## src/rtl/serstat_pkg.sv

```systemverilog
package serstat_pkg;
   localparam int FLAG_N  = 6;
   localparam int FL_TC   = 0;
   localparam int FL_RF   = 1;
   localparam int FL_IDLE = 2;
   localparam int FL_OV   = 3;
   localparam int FL_NF   = 4;
   localparam int FL_FE   = 5;
   localparam logic [FLAG_N-1:0] FLAG_RST = 6'b000001;
endpackage

```

## src/rtl/serstat_flag_cell.sv

```systemverilog
module serstat_flag_cell #(
   parameter logic RST_VAL = 1'b0
) (
   input  logic clk,
   input  logic rst,
   input  logic set_i,
   input  logic snap_i,
   input  logic acc_i,
   output logic hit_o,
   output logic flag_o
);
   logic flag_q;
   logic arm_q;

   assign hit_o  = acc_i & arm_q;
   assign flag_o = flag_q;

   always_ff @(posedge clk) begin
      if (rst) begin
         flag_q <= RST_VAL;
         arm_q  <= 1'b0;
      end else begin
         flag_q <= set_i | (flag_q & ~hit_o);
         if (snap_i)
            arm_q <= flag_q;
         else if (acc_i)
            arm_q <= 1'b0;
      end
   end
endmodule

```

## src/rtl/serstat_idle_det.sv

```systemverilog
module serstat_idle_det #(
   parameter int IDLE_SHORT = 10,
   parameter int IDLE_LONG  = 11
) (
   input  logic clk,
   input  logic rst,
   input  logic smp_en,
   input  logic line_i,
   input  logic char_start,
   input  logic long_sel,
   output logic fire_o
);
   localparam int CNT_W = $clog2(IDLE_LONG + 1);
   localparam logic [CNT_W-1:0] LAST_S = CNT_W'(IDLE_SHORT - 1);
   localparam logic [CNT_W-1:0] LAST_L = CNT_W'(IDLE_LONG - 1);

   logic [CNT_W-1:0] cnt_q;
   logic [CNT_W-1:0] last;
   logic             armed_q;
   logic             at_last;

   generate
      if (IDLE_SHORT == IDLE_LONG) begin : g_fixed
         logic unused_sel;
         assign unused_sel = long_sel;
         assign last = LAST_S;
      end else begin : g_select
         assign last = long_sel ? LAST_L : LAST_S;
      end
   endgenerate

   assign at_last = (cnt_q == last);
   assign fire_o  = smp_en & line_i & armed_q & at_last & ~char_start;

   always_ff @(posedge clk) begin
      if (rst) begin
         cnt_q   <= '0;
         armed_q <= 1'b1;
      end else if (char_start) begin
         cnt_q <= '0;
      end else if (smp_en) begin
         if (!line_i) begin
            cnt_q   <= '0;
            armed_q <= 1'b1;
         end else if (armed_q) begin
            if (at_last) begin
               cnt_q   <= '0;
               armed_q <= 1'b0;
            end else begin
               cnt_q <= cnt_q + 1'b1;
            end
         end
      end
   end
endmodule

```

## src/rtl/serstat_rx_hold.sv

```systemverilog
module serstat_rx_hold #(
   parameter int DATA_W = 8
) (
   input  logic              clk,
   input  logic              rst,
   input  logic              done_i,
   input  logic [DATA_W-1:0] word_i,
   input  logic              frame_bad_i,
   input  logic              noisy_i,
   input  logic              full_i,
   input  logic              full_hit_i,
   output logic [DATA_W-1:0] data_o,
   output logic              rf_set_o,
   output logic              ov_set_o,
   output logic              fe_set_o,
   output logic              nf_set_o
);
   logic              room;
   logic              take;
   logic [DATA_W-1:0] data_q;

   assign room     = ~full_i | full_hit_i;
   assign take     = done_i & room;
   assign rf_set_o = take;
   assign ov_set_o = done_i & ~room;
   assign fe_set_o = take & frame_bad_i;
   assign nf_set_o = take & noisy_i;
   assign data_o   = data_q;

   always_ff @(posedge clk) begin
      if (rst)
         data_q <= '0;
      else if (take)
         data_q <= word_i;
   end
endmodule

```

## src/rtl/serstat_ctrl.sv

```systemverilog
module serstat_ctrl
   import serstat_pkg::*;
#(
   parameter int DATA_W     = 8,
   parameter int IDLE_SHORT = 10,
   parameter int IDLE_LONG  = 11
) (
   input  logic              clk,
   input  logic              rst,
   input  logic              tx_empty,
   input  logic              tx_busy,
   input  logic              rx_done,
   input  logic [DATA_W-1:0] rx_word,
   input  logic              rx_frame_bad,
   input  logic              rx_noisy,
   input  logic              rx_sample_en,
   input  logic              rx_line,
   input  logic              rx_char_start,
   input  logic              long_char,
   input  logic              st_rd,
   input  logic              dr_rd,
   input  logic              dr_wr,
   input  logic              en_tx_int,
   input  logic              en_rx_int,
   input  logic              en_idle_int,
   output logic [5:0]        stat_o,
   output logic [DATA_W-1:0] rx_data,
   output logic              irq
);
   generate
      if (DATA_W < 1) begin : g_bad_width
         $error("serstat_ctrl: DATA_W must be at least 1");
      end
      if (IDLE_SHORT < 2) begin : g_bad_short
         $error("serstat_ctrl: IDLE_SHORT must be at least 2");
      end
      if (IDLE_LONG < IDLE_SHORT) begin : g_bad_long
         $error("serstat_ctrl: IDLE_LONG must not be below IDLE_SHORT");
      end
   endgenerate

   logic [FLAG_N-1:0] set_v;
   logic [FLAG_N-1:0] acc_v;
   logic [FLAG_N-1:0] hit_v;
   logic [FLAG_N-1:0] flag_v;
   logic rf_set, ov_set, fe_set, nf_set, idle_set;

   serstat_rx_hold #(.DATA_W(DATA_W)) u_hold (
      .clk         (clk),
      .rst         (rst),
      .done_i      (rx_done),
      .word_i      (rx_word),
      .frame_bad_i (rx_frame_bad),
      .noisy_i     (rx_noisy),
      .full_i      (flag_v[FL_RF]),
      .full_hit_i  (hit_v[FL_RF]),
      .data_o      (rx_data),
      .rf_set_o    (rf_set),
      .ov_set_o    (ov_set),
      .fe_set_o    (fe_set),
      .nf_set_o    (nf_set)
   );

   serstat_idle_det #(.IDLE_SHORT(IDLE_SHORT), .IDLE_LONG(IDLE_LONG)) u_idle (
      .clk        (clk),
      .rst        (rst),
      .smp_en     (rx_sample_en),
      .line_i     (rx_line),
      .char_start (rx_char_start),
      .long_sel   (long_char),
      .fire_o     (idle_set)
   );

   always_comb begin
      set_v          = '0;
      set_v[FL_TC]   = tx_empty & ~tx_busy;
      set_v[FL_RF]   = rf_set;
      set_v[FL_IDLE] = idle_set;
      set_v[FL_OV]   = ov_set;
      set_v[FL_NF]   = nf_set;
      set_v[FL_FE]   = fe_set;
      acc_v          = {FLAG_N{dr_rd}};
      acc_v[FL_TC]   = dr_wr;
   end

   for (genvar g = 0; g < FLAG_N; g++) begin : g_flag
      serstat_flag_cell #(.RST_VAL(FLAG_RST[g])) u_cell (
         .clk    (clk),
         .rst    (rst),
         .set_i  (set_v[g]),
         .snap_i (st_rd),
         .acc_i  (acc_v[g]),
         .hit_o  (hit_v[g]),
         .flag_o (flag_v[g])
      );
   end

   assign stat_o = flag_v;
   assign irq = (flag_v[FL_TC] & en_tx_int)
              | ((flag_v[FL_RF] | flag_v[FL_OV]) & en_rx_int)
              | (flag_v[FL_IDLE] & en_idle_int);
endmodule

```

## config.mk

```make
export PLATFORM = sky130hd
export DESIGN_NAME = serstat_ctrl
export DESIGN_NICKNAME = d
export VERILOG_FILES = /design/src/rtl/serstat_pkg.sv /design/src/rtl/serstat_flag_cell.sv /design/src/rtl/serstat_idle_det.sv /design/src/rtl/serstat_rx_hold.sv /design/src/rtl/serstat_ctrl.sv
export SDC_FILE = /design/constraint.sdc
export NUM_CORES = 1
export LEC_CHECK = 0
export ABC_AREA = 0
export ABC_CLOCK_PERIOD_IN_PS = 1300
export BUFFER_PORTS_ARGS = -buffer_cell sky130_fd_sc_hd__buf_2
export CAP_MARGIN = 20
export CORE_MARGIN = 1
export CORE_UTILIZATION = 30
export CTS_CLUSTER_SIZE = 10
export DETAILED_ROUTE_END_ITERATION = 6
export GPL_ROUTABILITY_DRIVEN = 0
export HOLD_SLACK_MARGIN = 0.12
export SYNTH_ARGS = -nofsm -noshare
export SYNTH_HDL_FRONTEND = slang
export SYNTH_SLANG_ARGS = --single-unit
```

## constraint.sdc

```tcl
create_clock -name clk -period 1.3 [get_ports clk]
set_input_delay 0.26 -clock clk [delete_from_list [all_inputs] [get_ports clk]]
set_output_delay 0.26 -clock clk [all_outputs]
set_load 0.02 [all_outputs]
```

After elaboration in Yosys (flattened, before gate mapping)

Index checks and enable logic that the tools add are counted.

Output and inout bits: 15
Logic and storage cells: 82
Bits in registers: 25

Muxes and demuxes: 15
$add $sub $neg: 1
Eq/ne operators: 2
Reduce and logical (&&, ||, !) cells: 5
Bitwise operators: 44

Operators with widths:

| cell                                                   | number |
|---|---|
| AND 1 bit                                              | 24 |
| 2-to-1 mux 4 bit                                       | 3 |
| 2-to-1 mux 1 bit                                       | 11 |
| inverter 1 bit                                         | 10 |
| bitwise OR 1 bit                                       | 10 |
| adder 4 x 1 -> 4 bit (second input constant)           | 1 |
| equality test 4 bit                                    | 1 |
| AND reduction 2 bit                                    | 2 |
| nonzero test 2 bit                                     | 2 |
| 2-to-1 mux 2 bit                                       | 1 |
| inequality test 2 x 1 -> 1 bit (second input constant) | 1 |
| OR reduction 2 bit                                     | 1 |

Logic depth before layout (Yosys ltp)

Gate-level depths: netlist (run 1).

Depth after elaboration: 5
Mapped depth: 6

Cells and area by module

From an unflattened synthesis (run 1), not the netlist that was laid out.

Cell total of the unflattened synthesis: 129
Area, all modules: 1179.9 µm²

By module, submodules not included:

| module                                   | area each (µm²) | instances | cells an instance | sequential area each (µm²) |
|---|---|---|---|---|
| serstat_flag_cell (g_flag[1].u_cell ...) | 81.3            | 5         | 9                 | 40.0 |
| serstat_rx_hold                          | 401.6           | 1         | 39                | 160.2 |
| serstat_idle_det                         | 271.5           | 1         | 32                | 100.1 |
| serstat_flag_cell (g_flag[0].u_cell)     | 77.6            | 1         | 9                 | 40.0 |
| serstat_ctrl                             | 22.5            | 1         | 4                 | 0.0 |

Worst setup path before layout (run 1)

Ideal clock, no wire load.

Kind: register -> register
From: register u_idle.cnt_q[0]
To: register u_idle.cnt_q[0]
Setup time: 0.130 ns
Data required time: 1.170 ns
Setup slack: 0.070 ns
Period minus slack after synthesis: 1.230 ns
Cell stages (with the launch flop): 5
Data arrival time: 1.100 ns
Cell sequence: dfxtp_1 -> or3b_1 -> a21oi_2 -> a2bb2oi_1 -> nor3_1

Word-level cells in the longest chain between the ends: 4

RTL lines:

| item                                                               | line                                           | source |
|---|---|---|
| from (decl)                                                        | serstat_idle_det.sv:17                         | `logic [CNT_W-1:0] cnt_q;` |
| from (signal assigned)                                             | serstat_idle_det.sv:50                         | `cnt_q <= cnt_q + 1'b1;` |
| adder 4 x 1 -> 4 bit / equality test 4 bit (equally long branches) | serstat_idle_det.sv:50, serstat_idle_det.sv:32 |  |
| 2-to-1 mux 4 bit *                                                 | serstat_idle_det.sv:46                         | `if (at_last) begin` |
| 2-to-1 mux 4 bit *                                                 | serstat_idle_det.sv:45                         | `end else if (armed_q) begin` |
| 2-to-1 mux 4 bit *                                                 | serstat_idle_det.sv:42                         | `if (!line_i) begin` |

Mark *: on every way between the ends. The rest lies on a longest branch, timed or not. The select of a mux whose other input is x is not followed.
A chain may end at the register's enable or synchronous reset.

Worst setup path in the final report (run 1)

From: register g_flag[1].u_cell.flag_q
To: output irq

Word-level cells in the longest chain between the ends: 4

RTL lines:

| item                   | line                    | source |
|---|---|---|
| from (decl)            | serstat_flag_cell.sv:12 | `logic flag_q;` |
| from (signal assigned) | serstat_flag_cell.sv:23 | `flag_q <= set_i \| (flag_q & ~hit_o);` |
| bitwise OR 1 bit       | serstat_ctrl.sv:100     | `\| ((flag_v[FL_RF] \| flag_v[FL_OV]) & en_rx_int)` |
| AND 1 bit              | serstat_ctrl.sv:100     |  |
| bitwise OR 1 bit       | serstat_ctrl.sv:100     |  |
| bitwise OR 1 bit       | serstat_ctrl.sv:101     | `\| (flag_v[FL_IDLE] & en_idle_int);` |
| to (decl)              | serstat_ctrl.sv:28      | `output logic irq` |

No other way between the ends.

==> metrics.csv, run 1 <==
metric;value;unit
Layout area overhead;28.7;%
# DRC;0;
CP Launch Point;g_flag[1].u_cell.flag_o;
count of final setup violators;1;
die width;62.1;µm
Ys Warns;0;
Layout Nets;195;
HP Start;rx_char_start;
DP Cell Count;209;
Slew @ Worst Pin;0.412;ns
TritonCTS Buffers;3;
PD cells;1000;nW/µm²
Detail Route Antenna Nets;0;
Final HPWL DP;1900;µm
nature of the critical path endpoint;primary output;
Synth Area per Inst;8.26;µm²
number of flops mapped to enable cells by yosys;0;
DR vias/cell;4.71;
Post-synth ARST share;0;
I/O pin total;40;
Period minus WS final;1.35;ns
grt ovf;0;
CP Class;flop to primary output;
setup_tns;-0.0484;ns
DIE AREA;3850;µm²
sequential area share after synthesis;0.462;
core area;3390;µm²
commonest non-fill, non-tap cell in the layout;buf_2;
Final WS setup;-0.0484;ns
first-pass GRT wire length;3830;µm
WHS;0.147;ns
Worst slew margin;0.723;
f_max;742;MHz
failing checks;setup timing;
CTS tree;done;
Worst Path Required;1.04;ns
worst min path class;primary input to flop;
Total Routing Usage GR;0.136;
crit-path max FO;2;
Final Max Slew Viols;0;
post-route clock period utilization;1.04;
met2 GRT Util;0.229;
CTS Sinks;25;
mapped cell area;1080;µm²
GRT met1 Usage;0.177;
fin cells;214;
clock transition at the registers of the reported paths;0.14;ns
M3 GR Usage;0.0207;
number of buffers added on ports;39;
initial core utilization;0.319;
Max VDD drop;0.478;mV
share of cells above drive strength 1;0.369;
Antenna diodes;0;
overall power;1.40;mW
Final Hold Viols;0;
DR pass1 iterations;6;
CTS H-tree lvls;1;
status;finished, violations left;
skew final;0.00939;ns
number of global-route vias before repair;879;
initial drt markers;40;
RSZ-0062 raised after global routing;true;
LEAKAGE;0.592;nW
WL/cell;11.9;µm
reg2reg setup slack;0.02;ns
# rows;21;
root buffer cell;clkbuf_4;
origin of the critical flop-to-flop path;u_idle.cnt_q[0];
Post-Route WL;2550;µm
final core utilization;0.411;
Worst-Skew Late Latency;0.32;ns
via count;1007;
antenna violations before repair;0;
Longest Clk Path Bufs;2;
arrival time worst endpoint;1.09;ns
global routing's busiest layer;met2;
register bit count reported by yosys;25;
Top FF cell, synth;dfxtp_1;
Cells after Synth;131;
largest net degree at the start of global routing;15;
CP Launch Type;flop;
Die H;62.1;µm
syn nets;157;
Distinct cells, synth;30;
max cap viols;0;
most frequent cells in the layout;37 x buf_2, 26 x nand2_1, 21 x dfxtp_1;
## state kept, by name, indices dropped and copies added (netlist names)
signal and cells:
u_hold.data_o 8, u_idle.cnt_q 4, g_flag.u_cell.arm_q 6, u_idle.armed_q 1, g_flag.u_cell.flag_o 6
## stage by stage
stage                     setup WS (ns)  area, µm²
after floorplan                  0.0704       1080
after global placement          0.00675       1300
after detailed placement        -0.0229       1300
after CTS                        -0.103       1370
after global routing             -0.132       1390
final                           -0.0484       1390
## where the power goes
group / internal [mW] / switching (mW)
logic: 0.100 / 0.129
registers: 0.798 / 0.0194
clock network: 0.115 / 0.234
total: 1.01 / 0.383
## routing by layer
metal / up-vias / wire length (µm)
met1: 461 / 1150
met4: 0 / 10
li1: 518 / -
met2: 26 / 1250
met5: - / 0
met3: 2 / 126
## cell usage after synthesis, types with 2 or more instances
cell type  instances  area share
o21ai_0            2      0.0092
inv_1              4       0.014
buf_4              6       0.042
buf_2              3       0.014
nor3b_1            6       0.042
a21oi_1           14       0.065
nand2b_1           5       0.029
dfxtp_1           25        0.46
nor2_1            11       0.038
a211oi_1           2       0.014
a22oi_1            4       0.028
o21ai_1            3       0.014
nor3_1             2      0.0092
nand2_1           26       0.090
clkbuf_1           3       0.010
## critical path, cell delays in order (launching register included)
cell,delay (ns)
dfxtp_2,0.35
buf_6,0.11
o21ai_2,0.10
nand2_1,0.08
buf_6,0.14
## path summary, 6_finish.rpt
check | endpoint | depth (start not counted)
setup / recovery | irq | 4
hold / removal | u_idle.cnt_q[0] | 2
setup reg to reg | u_idle.cnt_q[2] | 5
hold reg to reg | u_hold.data_o[5] | 2
## final cells by class
type                            count  area, µm²
Clock buffer                        3       22.5
Sequential cell                    25        505
Timing Repair Buffer               45        256
Inverter                            4       15.0
Clock inverter                      1       5.00
Fill cell                         354       2000
Multi-Input combinational cell     90        531
Tap cell                           46       57.6
## logic make-up after synthesis
kind of cell	share of synthesized area
buffers and inverters	0.0798
DFF	0.462
AOI/OAI and AO/OA	0.183
and+or+nand+nor	0.255
adders and majority gates	0.0116
xor gates and xnor gates	0.00809
## timing repair
| item | CTS | global route |
|---|---|---|
| endpoints found under the setup margin | 12 | 7 |
| endpoints found under the hold margin | 0 | 0 |
| gates resized for setup | 10 | 8 |
| setup buffers | 1 | 0 |
| pin swaps | 1 | 6 |
| hold buffers | 0 | 0 |
| cloned | 0 | 0 |
Power figures use the tool's default switching activity.
==> inputs of run 2 (changes only) <==
--- a/config.mk
+++ b/config.mk
@@ -15,6 +15,7 @@
 export DETAILED_ROUTE_END_ITERATION = 6
 export GPL_ROUTABILITY_DRIVEN = 0
 export HOLD_SLACK_MARGIN = 0.12
+export SKIP_CTS_REPAIR_TIMING = 1
 export SYNTH_ARGS = -nofsm -noshare
 export SYNTH_HDL_FRONTEND = slang
 export SYNTH_SLANG_ARGS = --single-unit
==> run 2 against run 1 <==
Effect of this change: the run still ends with setup timing left; count of clock-buffer cells in the layout stayed put; non-clock buffer count stayed put; global-route usage is 0.30 points lower; combinational power is 6% lower; wire length is 2.9% lower; power is 0.74% lower; die area stayed put; critical endpoint unchanged; largest power group unchanged.
==> metrics.csv, run 2 (synthesized netlist as in run 1, its figures left out) <==
metric;value;unit;change
Placed Area;1300;µm²;unchanged
Max VDD drop;0.476;mV;-0.25%
Net Sw Frac;0.277;;+0.00261
clock network fraction of total power;0.256;;+0.006
via count;1002;;-0.50%
# DRC;0;;unchanged
Longest Clk Path Bufs;2;;unchanged
setup_tns;-0.107;ns;-0.0585 ns
Period minus WS final;1.41;ns;+0.0585 ns
Final WS setup;-0.107;ns;-0.0585 ns
CTS Sinks;25;;unchanged
final core utilization;0.403;;-0.00775
commonest non-fill, non-tap cell in the layout;buf_2;;
switching pwr;384;µW;+0.20%
Reg power frac;0.589;;+0.003
TritonCTS Buffers;3;;unchanged
die width;62.1;µm;unchanged
worst min path class;primary input to flop;;
metal3 WL;139;µm;+10%
LEAKAGE;0.586;nW;-1.0%
f_max;711;MHz;-4.2%
Die H;62.1;µm;unchanged
post-route clock period utilization;1.08;;+0.0450
initial core utilization;0.319;;unchanged
Post-Route WL;2470;µm;-2.9%
CP Launch Type;flop;;
number of global-route vias before repair;870;;-1.0%
# fillers;355;;+0.28%
FF+latch area;503;µm²;-0.50%
crit-path max FO;3;;+1
Hold Path End;u_idle.cnt_q[0];;
grt ovf;0;;unchanged
DR vias/cell;4.68;;-0.50%
clock transition at the registers of the reported paths;0.14;ns;about the same
status;finished, violations left;;
met1 wire length;1130;µm;-2.5%
RSZ-0062 raised after global routing;true;;
# rows;21;;unchanged
FF-to-FF End;u_idle.cnt_q[0];;
failing checks;setup timing;;
Antenna diodes;0;;unchanged
Final HPWL DP;1900;µm;unchanged
CTS H-tree lvls;1;;unchanged
origin of the critical flop-to-flop path;u_idle.cnt_q[1];;
initial drt markers;34;;-15%
Final Max Slew Viols;0;;unchanged
CP max-delay cell;dfxtp_1;;
Layout area overhead;26.2;%;
CP Class;flop to primary output;;
largest net degree at the start of global routing;15;;unchanged
area occupied by multi-input gates;523;µm²;-1.4%
Worst slew margin;0.723;;about the same
Cell Int Power;1.00;mW;-1.1%
WHS;0.143;ns;-0.00375 ns
Total Routing Usage GR;0.133;;-0.00303
combinational share of power;0.155;;-0.009
DIE AREA;3850;µm²;unchanged
max layer used;met4;;
share of cells above drive strength 1;0.345;;-0.0238
antenna violations before repair;0;;unchanged
root buffer cell;clkbuf_4;;
Worst Path Required;1.04;ns;about the same
Slew @ Worst Pin;0.413;ns;+0.000484 ns
max reg flops;8;;unchanged
CTS tree;done;;
hold path depth;2;;unchanged
Finished Cell Area;1370;µm²;-1.9%
Detail Route Antenna Nets;0;;unchanged
nature of the critical path endpoint;primary output;;
core area;3390;µm²;unchanged
arrival time worst endpoint;1.15;ns;+0.06 ns
max cap viols;0;;unchanged
I/O pin total;40;;unchanged
Reg2Reg Depth;4;;-1
Final Hold Viols;0;;unchanged
count of final setup violators;1;;unchanged
first-pass GRT wire length;3760;µm;-1.8%
PD cells;1010;nW/µm²;+1.2%
WL/cell;11.5;µm;-2.9%
DR pass1 iterations;6;;unchanged
HP Start;rx_char_start;;
Worst-Skew Late Latency;0.32;ns;about the same
CP cell instances;buf_4 > o21ai_1 > nand2_1 > buf_2;;
skew final;0.00754;ns;-0.00185 ns
Layout Nets;195;;unchanged
reg2reg setup slack;0.03;ns;about the same
number of buffers added on ports;39;;unchanged
CP peak stage delay;0.34;ns;about the same
most frequent cells in the layout;39 x buf_2, 26 x nand2_1, 23 x dfxtp_1;;
Detail Route met2 WL;1200;µm;-4.7%
run 2: cell types whose count changed in the layout (fill, tap and decap cells not counted):
cell,previous run,this run
buf_2,37,39
buf_4,5,6
buf_6,3,0
dfxtp_1,21,23
dfxtp_2,4,2
o21ai_1,2,4
o21ai_2,2,0
run 2: how the worst max path moves through the flow:
| stage | startpoint | endpoint | slack [ns] | cells after the start |
|---|---|---|---|---|
| 3_5_place_dp | g_flag[1].u_cell.flag_o | g_flag[5].u_cell.flag_o | -0.02 | 4 |
| 6_report | g_flag[1].u_cell.flag_o | irq | -0.11 | 4 |
| 2_1_floorplan | u_idle.cnt_q[0] | u_idle.cnt_q[0] | 0.07 | 4 |
| 3_3_place_gp | long_char | u_idle.armed_q | 0.007 | 4 |
| 5_1_grt | g_flag[1].u_cell.flag_o | irq | -0.18 | 4 |
| 4_1_cts | g_flag[1].u_cell.flag_o | irq | -0.19 | 4 |
run 2: layer usage:
metal,vias to the layer above,global-route usage
met3,2,0.0207
met5,-,0
met1,452,0.179
li1,516,-
met4,0,0.0476
met2,32,0.216
run 2: through the flow:
step                worst slack, ns  std cells  total power, mW
detailed placement          -0.0229        209             1.05
floorplan                    0.0704        131            0.965
finish                       -0.107        214             1.39
global placement            0.00675        209             1.04
global route                 -0.181        214             1.46
CTS                          -0.191        213             1.40
run 2: worst max-delay path: cells and delay by family, from the launching register on:
family                 cells  cell delay [ns]
AOI/OAI and AO/OA          1             0.13
buffers and inverters      2             0.30
DFF                        1             0.34
and+or+nand+nor            1             0.07
run 2: layout make-up:
class | count | share of cell area
Multi-Input combinational cell | 90 | 0.383
Sequential cell | 25 | 0.368
Timing Repair Buffer | 45 | 0.176
Tap cell | 46 | 0.0421
Clock buffer | 3 | 0.0165
Inverter | 4 | 0.0110
Clock inverter | 1 | 0.00366
run 2: power groups by stage:
stage	logic (mW)	registers, mW	clock network [mW]
6_report	0.215	0.816	0.355
5_1_grt	0.238	0.821	0.400
4_1_cts	0.213	0.817	0.366
3_5_place_dp	0.212	0.833	0
3_3_place_gp	0.207	0.831	0
2_1_floorplan	0.117	0.848	0
==> inputs of run 3 (changes only) <==
--- a/config.mk
+++ b/config.mk
@@ -15,6 +15,7 @@
 export DETAILED_ROUTE_END_ITERATION = 6
 export GPL_ROUTABILITY_DRIVEN = 0
 export HOLD_SLACK_MARGIN = 0.12
+export PLACE_DENSITY = 0.53
 export SKIP_CTS_REPAIR_TIMING = 1
 export SYNTH_ARGS = -nofsm -noshare
 export SYNTH_HDL_FRONTEND = slang
==> run 3 against run 2 <==
Effect of this change: the run still ends with setup timing left; utilization grew 1.3 points; critical path depth unchanged; design area increased by 3.1%; combinational power grew 7%; wire length is 4.3% lower; clock skew shrank 0.0031 ns; cell count increased by 0.47%; hold slack better by 0.020 ns; die area did not move; critical path type unchanged; largest cell class unchanged; highest routed layer unchanged.
==> metrics.csv, run 3 (synthesized netlist as in run 1, its figures left out) <==
metric;value;unit;change
antenna violations before repair;0;;unchanged
post-route clock period utilization;1.04;;-0.0435
Total Routing Usage GR;0.129;;-0.00438
Worst-Skew Late Latency;0.31;ns;about the same
RSZ-0062 raised after global routing;true;;
CP cell instances;buf_6 > o21ai_2 > nand2_1 > buf_6;;
hold path depth;3;;+1
LEAKAGE;0.602;nW;+2.7%
worst min path class;primary input to flop;;
CTS tree;done;;
DR pass1 iterations;4;;-2
WL/cell;11.0;µm;-4.8%
final core utilization;0.416;;+0.0126
Final HPWL DP;1870;µm;-1.6%
CTS Sinks;25;;unchanged
initial drt markers;24;;-29%
I/O pin total;40;;unchanged
via count;978;;-2.4%
pre-CTS WS;-0.0943;ns;-0.0713 ns
Slew @ Worst Pin;0.433;ns;+0.0204 ns
Layout area overhead;30.2;%;
core area;3390;µm²;unchanged
reg2reg setup slack;0.04;ns;about the same
DP Cell Count;210;;+0.48%
Antenna diodes;0;;unchanged
DR vias/cell;4.55;;-2.8%
commonest non-fill, non-tap cell in the layout;buf_2;;
CP max-delay cell;dfxtp_2;;
fin cells;215;;+0.47%
die width;62.1;µm;unchanged
f_max;741;MHz;+4.2%
Reg2Reg Depth;4;;unchanged
Die H;62.1;µm;unchanged
number of global-route vias before repair;894;;+2.8%
grt ovf;0;;unchanged
share of cells above drive strength 1;0.379;;+0.0335
count of final setup violators;1;;unchanged
largest net degree at the start of global routing;15;;unchanged
max reg flops;8;;unchanged
crit-path max FO;3;;unchanged
HP Start;rx_word[7];;
CP Launch Type;flop;;
# DRC;0;;unchanged
first-pass GRT wire length;3660;µm;-2.7%
Max VDD drop;0.434;mV;-8.9%
TritonCTS Buffers;3;;unchanged
Final WS setup;-0.0504;ns;+0.0566 ns
most used cell along the critical path;buf_6;;
skew final;0.00448;ns;-0.00305 ns
initial core utilization;0.319;;unchanged
origin of the critical flop-to-flop path;u_idle.cnt_q[0];;
Longest Clk Path Bufs;2;;unchanged
PD cells;983;nW/µm²;-3.1%
most frequent cells in the layout;38 x buf_2, 26 x nand2_1, 21 x dfxtp_1;;
DIE AREA;3850;µm²;unchanged
number of buffers added on ports;39;;unchanged
Layout Nets;196;;+0.51%
# fillers;360;;+1.4%
Post-Route WL;2360;µm;-4.3%
Final Hold Viols;0;;unchanged
arrival time worst endpoint;1.09;ns;-0.06 ns
FF-to-FF End;u_idle.cnt_q[2];;
status;finished, violations left;;
Period minus WS final;1.35;ns;-0.0566 ns
CTS H-tree lvls;1;;unchanged
failing checks;setup timing;;
CP peak stage delay;0.35;ns;about the same
max cap viols;0;;unchanged
nature of the critical path endpoint;primary output;;
# rows;21;;unchanged
Worst Path Required;1.04;ns;about the same
Detail Route Antenna Nets;0;;unchanged
CP Class;flop to primary output;;
root buffer cell;clkbuf_4;;
Hold Path End;u_hold.data_o[7];;
Worst slew margin;0.709;;-0.0132
Final Max Slew Viols;0;;unchanged
setup_tns;-0.0504;ns;+0.0566 ns
clock transition at the registers of the reported paths;0.13;ns;about the same
[run 3: cell types whose count changed in the layout (fill, tap and decap cells not counted), sizes merged]
cell         change
dlygate4sd3      +1
[run 3: worst max-delay path, delay by kind of cell (launching register included)]
family | cells | cell delay [ns]
AND/OR/NAND/NOR | 1 | 0.07
AO/OA/AOI/OAI | 1 | 0.12
buffers and inverters | 2 | 0.24
flip-flops | 1 | 0.35
[run 3: report_power, final]
| part | total, mW | switching [mW] | internal, mW |
|---|---|---|---|
| clock network | 0.338 | 0.223 | 0.115 |
| registers | 0.816 | 0.0175 | 0.798 |
| logic | 0.231 | 0.130 | 0.101 |
| total | 1.39 | 0.370 | 1.01 |
[run 3: layout make-up]
type / count / area [µm²] / area share
Clock inverter: 1 / 5.00 / 0.00355
Multi-Input combinational cell: 90 / 543 / 0.385
Sequential cell: 25 / 505 / 0.359
Clock buffer: 3 / 22.5 / 0.0160
Timing Repair Buffer: 46 / 260 / 0.185
Inverter: 4 / 15.0 / 0.0107
Tap cell: 46 / 57.6 / 0.0409
[run 3: worst max path at each step]
stage,startpoint,end,slack [ns]
2_1_floorplan,u_idle.cnt_q[0],u_idle.cnt_q[0],0.07
5_1_grt,g_flag[1].u_cell.flag_o,irq,-0.12
4_1_cts,g_flag[1].u_cell.flag_o,irq,-0.16
3_5_place_dp,g_flag[1].u_cell.flag_o,g_flag[5].u_cell.flag_o,-0.09
6_report,g_flag[1].u_cell.flag_o,irq,-0.05
3_3_place_gp,g_flag[1].u_cell.flag_o,g_flag[4].u_cell.flag_o,-0.05
[run 3: layer usage]
layer | vias to the layer above | wire, µm | GRT usage
met5 | - | 0 | 0
met4 | 0 | 16 | 0.0476
met3 | 2 | 119 | 0.0207
met2 | 25 | 1170 | 0.222
met1 | 436 | 1060 | 0.161
li1 | 515 | - | -
[run 3: metrics by stage]
stage                     instance area (µm²)  power, mW  hold slack, ns
final                                    1410       1.39           0.163
after global routing                     1410       1.46           0.153
after CTS                                1340       1.40           0.124
after detailed placement                 1310       1.05           0.447
after global placement                   1310       1.04           0.442
after floorplan                          1080      0.965           0.339
